<file path="src/rtl/cdtimer_pkg.sv">
package cdtimer_pkg;
  localparam int DATA_W     = 32;
  localparam int SEL_W      = 4;
  localparam int BIT_RELOAD = 6;
  localparam int BIT_UPDATE = 7;
  localparam int BIT_IRQEN  = 14;
  localparam int BIT_IRQ    = 15;
  localparam int BIT_SRST   = 31;
  localparam int BIT_GATE   = 30;
  localparam int VER_LSB    = 24;
  localparam int STRIDE     = 'h40;
  localparam int CTL_BASE   = 'h20;
  localparam int RUN_BASE   = 'h30;
  localparam int FIX_BASE   = 'h40;

  localparam logic [SEL_W-1:0] SEL_ALWAYS = 4'hF;
  localparam logic [SEL_W-1:0] SEL_SLOW   = 4'hB;

  typedef enum logic [1:0] {OP_NONE, OP_WRITE, OP_SET, OP_CLEAR} wop_e;

  typedef struct packed {
    logic             irq;
    logic             irq_en;
    logic             update;
    logic             reload;
    logic [SEL_W-1:0] sel;
  } ctl_t;

  // Result of a bus operation on a stored word.
  function automatic logic [DATA_W-1:0] apply_op(wop_e op, logic [DATA_W-1:0] cur,
                                                 logic [DATA_W-1:0] wd);
    case (op)
      OP_WRITE: return wd;
      OP_SET:   return cur | wd;
      OP_CLEAR: return cur & ~wd;
      default:  return cur;
    endcase
  endfunction

  function automatic logic [DATA_W-1:0] ctl_word(ctl_t c);
    logic [DATA_W-1:0] w;
    w = '0;
    w[SEL_W-1:0] = c.sel;
    w[BIT_RELOAD] = c.reload;
    w[BIT_UPDATE] = c.update;
    w[BIT_IRQEN]  = c.irq_en;
    w[BIT_IRQ]    = c.irq;
    return w;
  endfunction

  function automatic ctl_t ctl_fields(logic [DATA_W-1:0] w);
    ctl_t c;
    c.sel    = w[SEL_W-1:0];
    c.reload = w[BIT_RELOAD];
    c.update = w[BIT_UPDATE];
    c.irq_en = w[BIT_IRQEN];
    c.irq    = w[BIT_IRQ];
    return c;
  endfunction
endpackage

</file>
<file path="src/rtl/cdtimer_regdec.sv">
module cdtimer_regdec
  import cdtimer_pkg::*;
#(
  parameter int NUM_CH = 2,
  parameter int ADDR_W = 12
) (
  input  logic              wr_i,
  input  logic [ADDR_W-1:0] addr_i,
  output wop_e              op_o,
  output logic              glb_hit_o,
  output logic              ver_hit_o,
  output logic [NUM_CH-1:0] ctl_hit_o,
  output logic [NUM_CH-1:0] run_hit_o,
  output logic [NUM_CH-1:0] fix_hit_o
);
  localparam int VER_OFF = CTL_BASE + NUM_CH * STRIDE;

  logic [ADDR_W-1:0] base_w;
  logic              aligned_w;

  // The alias selector sits in address bits 3:2; the base word ignores them.
  assign base_w    = {addr_i[ADDR_W-1:4], 4'h0};
  assign aligned_w = (addr_i[1:0] == 2'b00);

  always_comb begin
    op_o = OP_NONE;
    if (wr_i && aligned_w) begin
      case (addr_i[3:2])
        2'd0:    op_o = OP_WRITE;
        2'd1:    op_o = OP_SET;
        2'd2:    op_o = OP_CLEAR;
        default: op_o = OP_NONE;
      endcase
    end
  end

  assign glb_hit_o = aligned_w && (base_w == '0);
  assign ver_hit_o = aligned_w && (base_w == ADDR_W'(VER_OFF));

  for (genvar g = 0; g < NUM_CH; g++) begin : g_hit
    assign ctl_hit_o[g] = aligned_w && (base_w == ADDR_W'(CTL_BASE + g * STRIDE));
    assign run_hit_o[g] = aligned_w && (base_w == ADDR_W'(RUN_BASE + g * STRIDE));
    assign fix_hit_o[g] = aligned_w && (base_w == ADDR_W'(FIX_BASE + g * STRIDE));
  end
endmodule

</file>
<file path="src/rtl/cdtimer_chan.sv">
module cdtimer_chan
  import cdtimer_pkg::*;
#(
  parameter int CNT_W = 32
) (
  input  logic              clk_i,
  input  logic              rst_ni,
  input  logic              clear_i,
  input  logic              run_en_i,
  input  logic              slow_tick_i,
  input  wop_e              ctl_op_i,
  input  wop_e              fix_op_i,
  input  logic [DATA_W-1:0] wdata_i,
  output logic [DATA_W-1:0] ctl_o,
  output logic [CNT_W-1:0]  run_o,
  output logic [CNT_W-1:0]  fix_o,
  output logic              irq_o,
  output logic              tick_o,
  output logic              expire_o,
  output logic              load_o,
  output logic              irq_clr_o
);
  ctl_t             ctl_q;
  logic [CNT_W-1:0] run_q;
  logic [CNT_W-1:0] fix_q;

  ctl_t              ctl_wr_w;
  logic [DATA_W-1:0] fix_wide_w;
  logic [CNT_W-1:0]  fix_nxt_w;
  logic              fix_wr_w;

  // Count after one cycle that is not an immediate load.
  function automatic logic [CNT_W-1:0] step_count(logic [CNT_W-1:0] cur, logic [CNT_W-1:0] rld,
                                                  logic tick, logic reload);
    if (!tick)          return cur;
    if (cur != '0)      return cur - 1'b1;
    if (reload)         return rld;
    return '0;
  endfunction

  function automatic logic select_ticks(logic [SEL_W-1:0] sel, logic slow);
    return (sel == SEL_ALWAYS) || ((sel == SEL_SLOW) && slow);
  endfunction

  assign ctl_wr_w   = ctl_fields(apply_op(ctl_op_i, ctl_word(ctl_q), wdata_i));
  assign fix_wide_w = apply_op(fix_op_i, DATA_W'(fix_q), wdata_i);
  assign fix_nxt_w  = fix_wide_w[CNT_W-1:0];
  assign fix_wr_w   = (fix_op_i != OP_NONE);

  assign tick_o    = run_en_i && select_ticks(ctl_q.sel, slow_tick_i);
  assign load_o    = fix_wr_w && ctl_q.update;
  assign expire_o  = tick_o && !load_o && (run_q == CNT_W'(1));
  assign irq_clr_o = (ctl_op_i == OP_CLEAR) && wdata_i[BIT_IRQ];

  always_ff @(posedge clk_i or negedge rst_ni) begin
    if (!rst_ni) begin
      ctl_q <= '0;
      run_q <= '0;
      fix_q <= '0;
    end else if (clear_i) begin
      ctl_q <= '0;
      run_q <= '0;
      fix_q <= '0;
    end else begin
      ctl_q.sel    <= ctl_wr_w.sel;
      ctl_q.reload <= ctl_wr_w.reload;
      ctl_q.update <= ctl_wr_w.update;
      ctl_q.irq_en <= ctl_wr_w.irq_en;
      ctl_q.irq    <= expire_o || (ctl_q.irq && !irq_clr_o);
      fix_q        <= fix_nxt_w;
      run_q        <= load_o ? fix_nxt_w : step_count(run_q, fix_q, tick_o, ctl_q.reload);
    end
  end

  assign ctl_o = ctl_word(ctl_q);
  assign run_o = run_q;
  assign fix_o = fix_q;
  assign irq_o = ctl_q.irq && ctl_q.irq_en;
endmodule

</file>
<file path="src/rtl/cdtimer_top.sv">
module cdtimer_top
  import cdtimer_pkg::*;
#(
  parameter int NUM_CH    = 2,
  parameter int CNT_W     = 32,
  parameter int ADDR_W    = 12,
  parameter int VER_MAJOR = 2
) (
  input  logic              clk_i,
  input  logic              rst_ni,
  input  logic              bus_wr_i,
  input  logic [ADDR_W-1:0] bus_addr_i,
  input  logic [31:0]       bus_wdata_i,
  output logic [31:0]       bus_rdata_o,
  input  logic              slow_tick_i,
  output logic [NUM_CH-1:0] irq_o
);
  wop_e              op_w;
  logic              glb_hit_w;
  logic              ver_hit_w;
  logic [NUM_CH-1:0] ctl_hit_w;
  logic [NUM_CH-1:0] run_hit_w;
  logic [NUM_CH-1:0] fix_hit_w;

  logic [1:0]        glb_q;
  logic [DATA_W-1:0] glb_word_w;
  logic [DATA_W-1:0] glb_nxt_w;
  logic              srst_w;
  logic              run_en_w;

  logic [NUM_CH-1:0]              tick_w;
  logic [NUM_CH-1:0]              expire_w;
  logic [NUM_CH-1:0]              load_w;
  logic [NUM_CH-1:0]              clr_w;
  logic [NUM_CH-1:0]              stat_w;
  logic [NUM_CH-1:0]              reload_w;
  logic [NUM_CH-1:0][DATA_W-1:0]  ctl_w;
  logic [NUM_CH-1:0][CNT_W-1:0]   run_w;
  logic [NUM_CH-1:0][CNT_W-1:0]   fix_w;

  cdtimer_regdec #(.NUM_CH(NUM_CH), .ADDR_W(ADDR_W)) dec_i (
    .wr_i      (bus_wr_i),
    .addr_i    (bus_addr_i),
    .op_o      (op_w),
    .glb_hit_o (glb_hit_w),
    .ver_hit_o (ver_hit_w),
    .ctl_hit_o (ctl_hit_w),
    .run_hit_o (run_hit_w),
    .fix_hit_o (fix_hit_w)
  );

  always_comb begin
    glb_word_w = '0;
    glb_word_w[BIT_SRST] = glb_q[1];
    glb_word_w[BIT_GATE] = glb_q[0];
  end

  assign glb_nxt_w = apply_op(glb_hit_w ? op_w : OP_NONE, glb_word_w, bus_wdata_i);

  always_ff @(posedge clk_i or negedge rst_ni) begin
    if (!rst_ni) glb_q <= '0;
    else         glb_q <= {glb_nxt_w[BIT_SRST], glb_nxt_w[BIT_GATE]};
  end

  assign srst_w   = glb_q[1];
  assign run_en_w = !glb_q[0] && !glb_q[1];

  for (genvar g = 0; g < NUM_CH; g++) begin : g_ch
    cdtimer_chan #(.CNT_W(CNT_W)) chan_i (
      .clk_i       (clk_i),
      .rst_ni      (rst_ni),
      .clear_i     (srst_w),
      .run_en_i    (run_en_w),
      .slow_tick_i (slow_tick_i),
      .ctl_op_i    (ctl_hit_w[g] ? op_w : OP_NONE),
      .fix_op_i    (fix_hit_w[g] ? op_w : OP_NONE),
      .wdata_i     (bus_wdata_i),
      .ctl_o       (ctl_w[g]),
      .run_o       (run_w[g]),
      .fix_o       (fix_w[g]),
      .irq_o       (irq_o[g]),
      .tick_o      (tick_w[g]),
      .expire_o    (expire_w[g]),
      .load_o      (load_w[g]),
      .irq_clr_o   (clr_w[g])
    );
    assign stat_w[g]   = ctl_w[g][BIT_IRQ];
    assign reload_w[g] = ctl_w[g][BIT_RELOAD];
  end

  always_comb begin
    bus_rdata_o = '0;
    if (glb_hit_w) bus_rdata_o = glb_word_w;
    if (ver_hit_w) bus_rdata_o = DATA_W'(VER_MAJOR) << VER_LSB;
    for (int i = 0; i < NUM_CH; i++) begin
      if (ctl_hit_w[i]) bus_rdata_o = ctl_w[i];
      if (run_hit_w[i]) bus_rdata_o = DATA_W'(run_w[i]);
      if (fix_hit_w[i]) bus_rdata_o = DATA_W'(fix_w[i]);
    end
  end
endmodule

</file>
<file path="config.mk">
export PLATFORM = sky130hd
export DESIGN_NAME = cdtimer_top
export DESIGN_NICKNAME = d
export VERILOG_FILES = /design/src/rtl/cdtimer_pkg.sv /design/src/rtl/cdtimer_regdec.sv /design/src/rtl/cdtimer_chan.sv /design/src/rtl/cdtimer_top.sv
export SDC_FILE = /design/constraint.sdc
export NUM_CORES = 1
export LEC_CHECK = 0
export BUFFER_PORTS_ARGS = -buffer_cell sky130_fd_sc_hd__buf_4
export CAP_MARGIN = 30
export CELL_PAD_IN_SITES_DETAIL_PLACEMENT = 1
export CELL_PAD_IN_SITES_GLOBAL_PLACEMENT = 1
export CORE_AREA = 2 2 152 154
export DETAILED_ROUTE_END_ITERATION = 10
export DIE_AREA = 0 0 154 156
export HOLD_SLACK_MARGIN = 0.02
export MAX_ROUTING_LAYER = met4
export PLACE_DENSITY = 0.94
export REMOVE_ABC_BUFFERS = 1
export SETUP_SLACK_MARGIN = 0.5
export SYNTH_ARGS = -nofsm -noshare
export SYNTH_HDL_FRONTEND = slang
export SYNTH_SLANG_ARGS = --single-unit
</file>
<file path="constraint.sdc">
create_clock -name clk_i -period 7.18 [get_ports clk_i]
set_clock_uncertainty 0.15 [all_clocks]
set_input_delay 1.077 -clock clk_i [delete_from_list [all_inputs] [get_ports clk_i]]
set_output_delay 1.077 -clock clk_i [all_outputs]
set_load 0.02 [all_outputs]
</file>
# Word-level counts from Yosys, hierarchy flattened
# Index checks and enable logic that the tools add are counted.
[classes]
n_div = 0
multipliers = 0
n_shift = 0
n_lt_le_gt_ge = 0
n_eq_ne = 30
n_addsub = 2
reduce_logical = 46
bitwise = 11
n_mux = 58
[ops]
columns = ["op", "count"]
rows = [
  ["$mux 32", 26],
  ["$pmux 32 s3", 3],
  ["$and 32x32->32", 3],
  ["$or 32x32->32", 3],
  ["$pmux 15 s3", 2],
  ["$eq 32x1->1 const B", 2],
  ["$reduce_bool 32->1", 2],
  ["$sub 32x1->32 const B", 2],
  ["$not 32->32", 1],
  ["$and 15x15->15", 2],
  ["$or 15x15->15", 2],
  ["$logic_and 1x1->1", 26],
  ["$eq 8x3->1 const B", 3],
  ["$eq 2x2->1 const B", 11],
  ["$mux 1", 18],
  ["$eq 4x4->1 const B", 4],
  ["$eq 8x2->1 const B", 2],
  ["$eq 8x4->1 const B", 2],
  ["$mux 8", 2],
  ["$eq 2x1->1 const B", 6],
  ["$logic_not 12->1", 1],
  ["$mux 2", 6],
  ["$reduce_bool 4->1", 2],
  ["$logic_not 1->1", 6],
  ["other kinds (5)", 10],
]
[word_totals]
word_cells = 162
n_memories = 0
romBits = 0
mem_bits_rw = 0
input_bits = 48
out_inout_bits = 34
regBits = 146
latchBits = 0

# Depth between registers and ports, before layout
[depth]
ltp_word = 16
ltp_mapped = 12
mapped_depth_nobuf = 10

# Cells and area by module
# A second synthesis with hierarchy kept.
[hier_totals]
hier_cells = 1542
area_unflattened_um2 = 12151.7
[modules_own_cells]
columns = ["mod", "area_each_um2", "instances", "cells_each", "seq_area_each_um2"]
rows = [
  ["cdtimer_chan (g_ch[1].chan_i)", 5167.5, 1, 634, 1801.7],
  ["cdtimer_chan (g_ch[0].chan_i)", 4909.7, 1, 604, 1801.7],
  ["cdtimer_top", 1880.6, 1, 280, 50.0],
  ["cdtimer_regdec", 193.9, 1, 24, 0.0],
]

# Least setup slack after synthesis
# No wires, ideal clock.
[synth_timing]
kind = "input port to output port"
from = "input bus_addr_i[1]"
to = "output bus_rdata_o[15]"
n_path_buf = 3
cell_stages = 7
t_required_ns = 5.953
path_slack_ns = 2.861
t_arrival_ns = 3.092
path_cell_list = "buf_2 > or4b_1 > clkbuf_1 > nor3_1 > clkbuf_1 > a221oi_1 > o21ai_0"
[synth_via]
elab_chain_cells = 9
elab_cells_between_ends = 15
cone_classes = "7 x mux; 8 x reduce/logical"
[synth_lines]
columns = ["item", "line_no", "rtl"]
rows = [
  ["start, declared", "cdtimer_top.sv:12", "input logic [ADDR_W-1:0] bus_addr_i,"],
  ["$logic_not 2->1 *", "cdtimer_regdec.sv:23", "assign aligned_w = (addr_i[1:0] == 2'b00);"],
  ["$logic_and 1x1->1", "cdtimer_regdec.sv:38", "assign ver_hit_o = aligned_w && (base_w == ADDR_W'(VER_OFF));"],
  ["$mux 32", "cdtimer_top.sv:94", "if (ver_hit_w) bus_rdata_o = DATA_W'(VER_MAJOR) << VER_LSB;"],
  ["$mux 32", "cdtimer_top.sv:96", "if (ctl_hit_w[i]) bus_rdata_o = ctl_w[i];"],
  ["$mux 32", "cdtimer_top.sv:97", "if (run_hit_w[i]) bus_rdata_o = DATA_W'(run_w[i]);"],
  ["$mux 32", "cdtimer_top.sv:98", "if (fix_hit_w[i]) bus_rdata_o = DATA_W'(fix_w[i]);"],
  ["$mux 32", "cdtimer_top.sv:96", ""],
  ["$mux 32", "cdtimer_top.sv:97", ""],
  ["$mux 32 *", "cdtimer_top.sv:98", ""],
  ["end, declared", "cdtimer_top.sv:14", "output logic [31:0] bus_rdata_o,"],
]
# Mark *: on every way between the ends. The rest lies on a longest branch, timed or not.

# Worst setup path after layout
[layout_timing]
from = "input bus_addr_i[9]"
to = "output bus_rdata_o[15]"
[layout_via]
elab_chain_cells = 9
elab_cells_between_ends = 21
cone_classes = "7 x eq/ne; 7 x mux; 7 x reduce/logical"
[layout_lines]
columns = ["item", "line_no"]
rows = [
  ["$eq 8x4->1", "cdtimer_regdec.sv:38"],
  ["$logic_and 1x1->1", "cdtimer_regdec.sv:38"],
  ["$mux 32", "cdtimer_top.sv:94"],
  ["$mux 32", "cdtimer_top.sv:96"],
  ["$mux 32", "cdtimer_top.sv:97"],
  ["$mux 32", "cdtimer_top.sv:98"],
  ["$mux 32", "cdtimer_top.sv:96"],
  ["$mux 32", "cdtimer_top.sv:97"],
  ["$mux 32 *", "cdtimer_top.sv:98"],
]
# Marks and branches as above.

==> flow_metrics.tcl <==
set metrics [dict create \
    die-area_um2 24000 \
    antenna_found_initial 0 \
    cts_hold_buf 0 \
    start_util_pct 49.1 \
    p_int_mw 1.42 \
    vias 12700 \
    power_mw 1.93 \
    synth_xor_area_share_pct 1.91 \
    dp_hpwl_um 35300 \
    p_comb_share_pct 8.0 \
    pwr-share-clk_pct 48.8 \
    synth_flop_cell "dfrtp_1" \
    vias_per_cell 7.71 \
    p_leak_nw 5.17 \
    min_path_type "reg -> reg" \
    cts_tree "done" \
    p_switching_mw 0.511 \
    die_w_um 154 \
    fp-row-count 55 \
    avgSynthCellArea_um2 8.15 \
    holdPathStages 2 \
    rsz0062_at_grt "false" \
    finalMaxSlewViolations 0 \
    cts_buffers 17 \
    grt_pass1_vias 12800 \
    multi_input_area_um2 6810 \
    arrival_ns 3.89 \
    cts_buffer_depth 2 \
    drt-initial-drc-count 1705 \
    layout_common_cells "nand2_1 (145), dfrtp_1 (145), nor2_1 (130)" \
    dr.pass1.iters 9 \
    crit_path_end_kind "output pin" \
    cts-root-buf "clkbuf_16" \
    fmax_mhz 195 \
    synth_warnings 0 \
    rr_startpoint "g_ch[0].chan_i.run_o[23]$_DFFE_PN0P_" \
    finalCritPeriodShare_pct 71.3 \
    setup_tns_ns 0 \
    finalHoldViolCount 0 \
    grt_overflow_total 0 \
    die_y_um 156 \
    grt_pass1_wl_um 78000 \
    drive_gt1_share_pct 15.7 \
    ys_ff_latch 146 \
    rr_worst_depth 6 \
    post-cts-setup-buffers 0 \
    vdd_drop_max_mv 0.125 \
    fin_cells 1651 \
    final_nets 1418 \
    wire_per_inst_um 30.5 \
    path_class "in -> out" \
    insertion_delay_ns 0.46 \
    setup.worst_path.start "bus_addr_i[9]" \
    seqPwrFrac_pct 43.2 \
    synth_fa_ha_area_share_pct 1.59 \
    status "completed" \
    synth_top_family_by_area "compound AO/OA/AOI/OAI gates" \
    synth_edf_count 0 \
    yosysSeqAreaShare_pct 33.2 \
    min-delay-start "g_ch[1].chan_i.ctl_o[14]$_DFFE_PN0P_" \
    place_inst 1622 \
    htreeDepth 4 \
    cts_resized 0 \
    power.density_nw_per_um2 157 \
    syn2layout_area_growth_pct 11.9 \
    register_area_um2 3660 \
    fill_cells 2675 \
    synth_cell_types 89 \
    cp.required_ns 5.95 \
    synth_area_um2 11000 \
    tightest_slew_ns 1.13 \
    synth_compound_gate_area_share_pct 30.7 \
    setup_viol 0 \
    ant_nets 0 \
    netSwitchingFraction_pct 26.4 \
    io_pins 82 \
    drt-total-wl_um 50400 \
    synth.area.top_cells "dfrtp_1 (33%), nand2_1 (5.0%), nor2_1 (4.5%)" \
    gp_congestion 1.03 \
    synth_top_cell_area_share_pct 33.2 \
    path_clk_slew_ns 0.06 \
    coreArea_um2 22400 \
    antennaDiodeCount 0 \
    final.min_clock_period_ns 5.12 \
    cp_max_fo 19 \
    cp-start-kind "input port" \
    synth-simple-area-share_pct 24.3 \
    cts_sinks 146 \
    route.detailed.drc 0 \
    synth_cells 1348 \
    grt_max_degree 86 \
    async_flop_share_pct 100 \
    slew_headroom_pct 24.6 \
    grt_use_total_pct 43.9 \
    maxCapViolCount 0 \
    port_buffers 81 \
    muxShareOfSynthArea_pct 2.90 \
    yosysTopAreaCell "dfrtp_1" \
]
## path summary, 6_finish.rpt
path	endpoint	slack (ns)
max in group asynchronous	glb_q[1]$_DFFE_PN0P_	4.86
worst max register to register	g_ch[0].chan_i.run_o[19]$_DFFE_PN0P_	3.32
worst min-delay path	g_ch[1].chan_i.ctl_o[14]$_DFFE_PN0P_	0.43
min in group asynchronous	g_ch[0].chan_i.run_o[17]$_DFFE_PN0P_	0.53
worst min register to register	g_ch[1].chan_i.ctl_o[14]$_DFFE_PN0P_	0.43
worst max-delay path	bus_rdata_o[15]	2.06
## worst max-delay path: stages
cell and delay, ns:
buf_4 0.12, nor4_2 0.44, nand2_1 0.53, nor3_1 0.93, a221oi_1 0.23, a21o_1 0.21
o21ai_0 0.14, buf_4 0.21
## stage by stage
step | worst slack, ns | hold slack (ns) | cell area (um2) | utilization, %
after floorplan | 1.31 | 0.351 | 10500 | -
after global placement | 2.21 | 0.395 | 11700 | 52.3
after detailed placement | 2.15 | 0.414 | 11700 | 52.4
after CTS | 2.15 | 0.427 | 12300 | 55.0
after global routing | 1.83 | 0.463 | 12300 | 55.0
final | 2.06 | 0.433 | 12300 | 55.0
## power groups by stage
stage	sequential (mW)	combinational [mW]	clock [mW]
final	0.835	0.155	0.943
after global routing	0.835	0.163	0.969
after global placement	0.849	0.144	0
after CTS	0.834	0.150	0.941
after detailed placement	0.850	0.148	0
after floorplan	0.847	0.0549	0
## cell usage after synthesis (all sizes together), types with 5 or more instances
library cell  number
a221oi            33
o22ai              8
nand4             14
o211ai            12
o31a               6
a22oi             41
nor3              52
nand3             28
or4               17
or2                6
dfrtp            146
o31ai             12
nor2             133
a31oi             22
mux2i              6
clkbuf            82
nand2            145
xor2               8
nor4              40
ha                14
o21a               7
nand3b             9
o21ai             94
mux2              23
a311oi            12
o41ai              5
a211o              6
a221o              6
o221a              5
a2111oi            7
and3               7
buf               36
a21o              14
xnor2             16
a211oi            40
inv               22
nor4b              5
or3               26
and2               7
a21oi             95
a222oi            21
a22o               5
## metal layers
layer  global-route usage, %  share of wire [%]
met1                    54.4                 38
met3                    9.44                 11
met5                       -                  0
met2                    65.9                 44
met4                    26.5                6.9
## flip-flops by register name, indices dropped and copies added, names as in the netlist
register / flops
g_ch.chan_i.run_o: 64
glb_q: 2
g_ch.chan_i.ctl_o: 16
g_ch.chan_i.fix_o: 64
## cell families after synthesis
kind of cell / after synthesis
flip-flops: 146
XOR/XNOR: 24
AO/OA/AOI/OAI: 482
buffers and inverters: 140
adder cells (fa/ha/maj): 14
AND/OR/NAND/NOR: 513
multiplexers: 29
## final cells by class
cell class,count,area share [%]
flip-flops and latches,146,29.7
repair buffers,107,6.63
inverters,22,0.671
well taps,285,2.90
multi-input cells,1062,55.4
clock inverters,10,1.12
clock buffers,19,3.60
No activity file was read; power rests on OpenSTA's default activity.
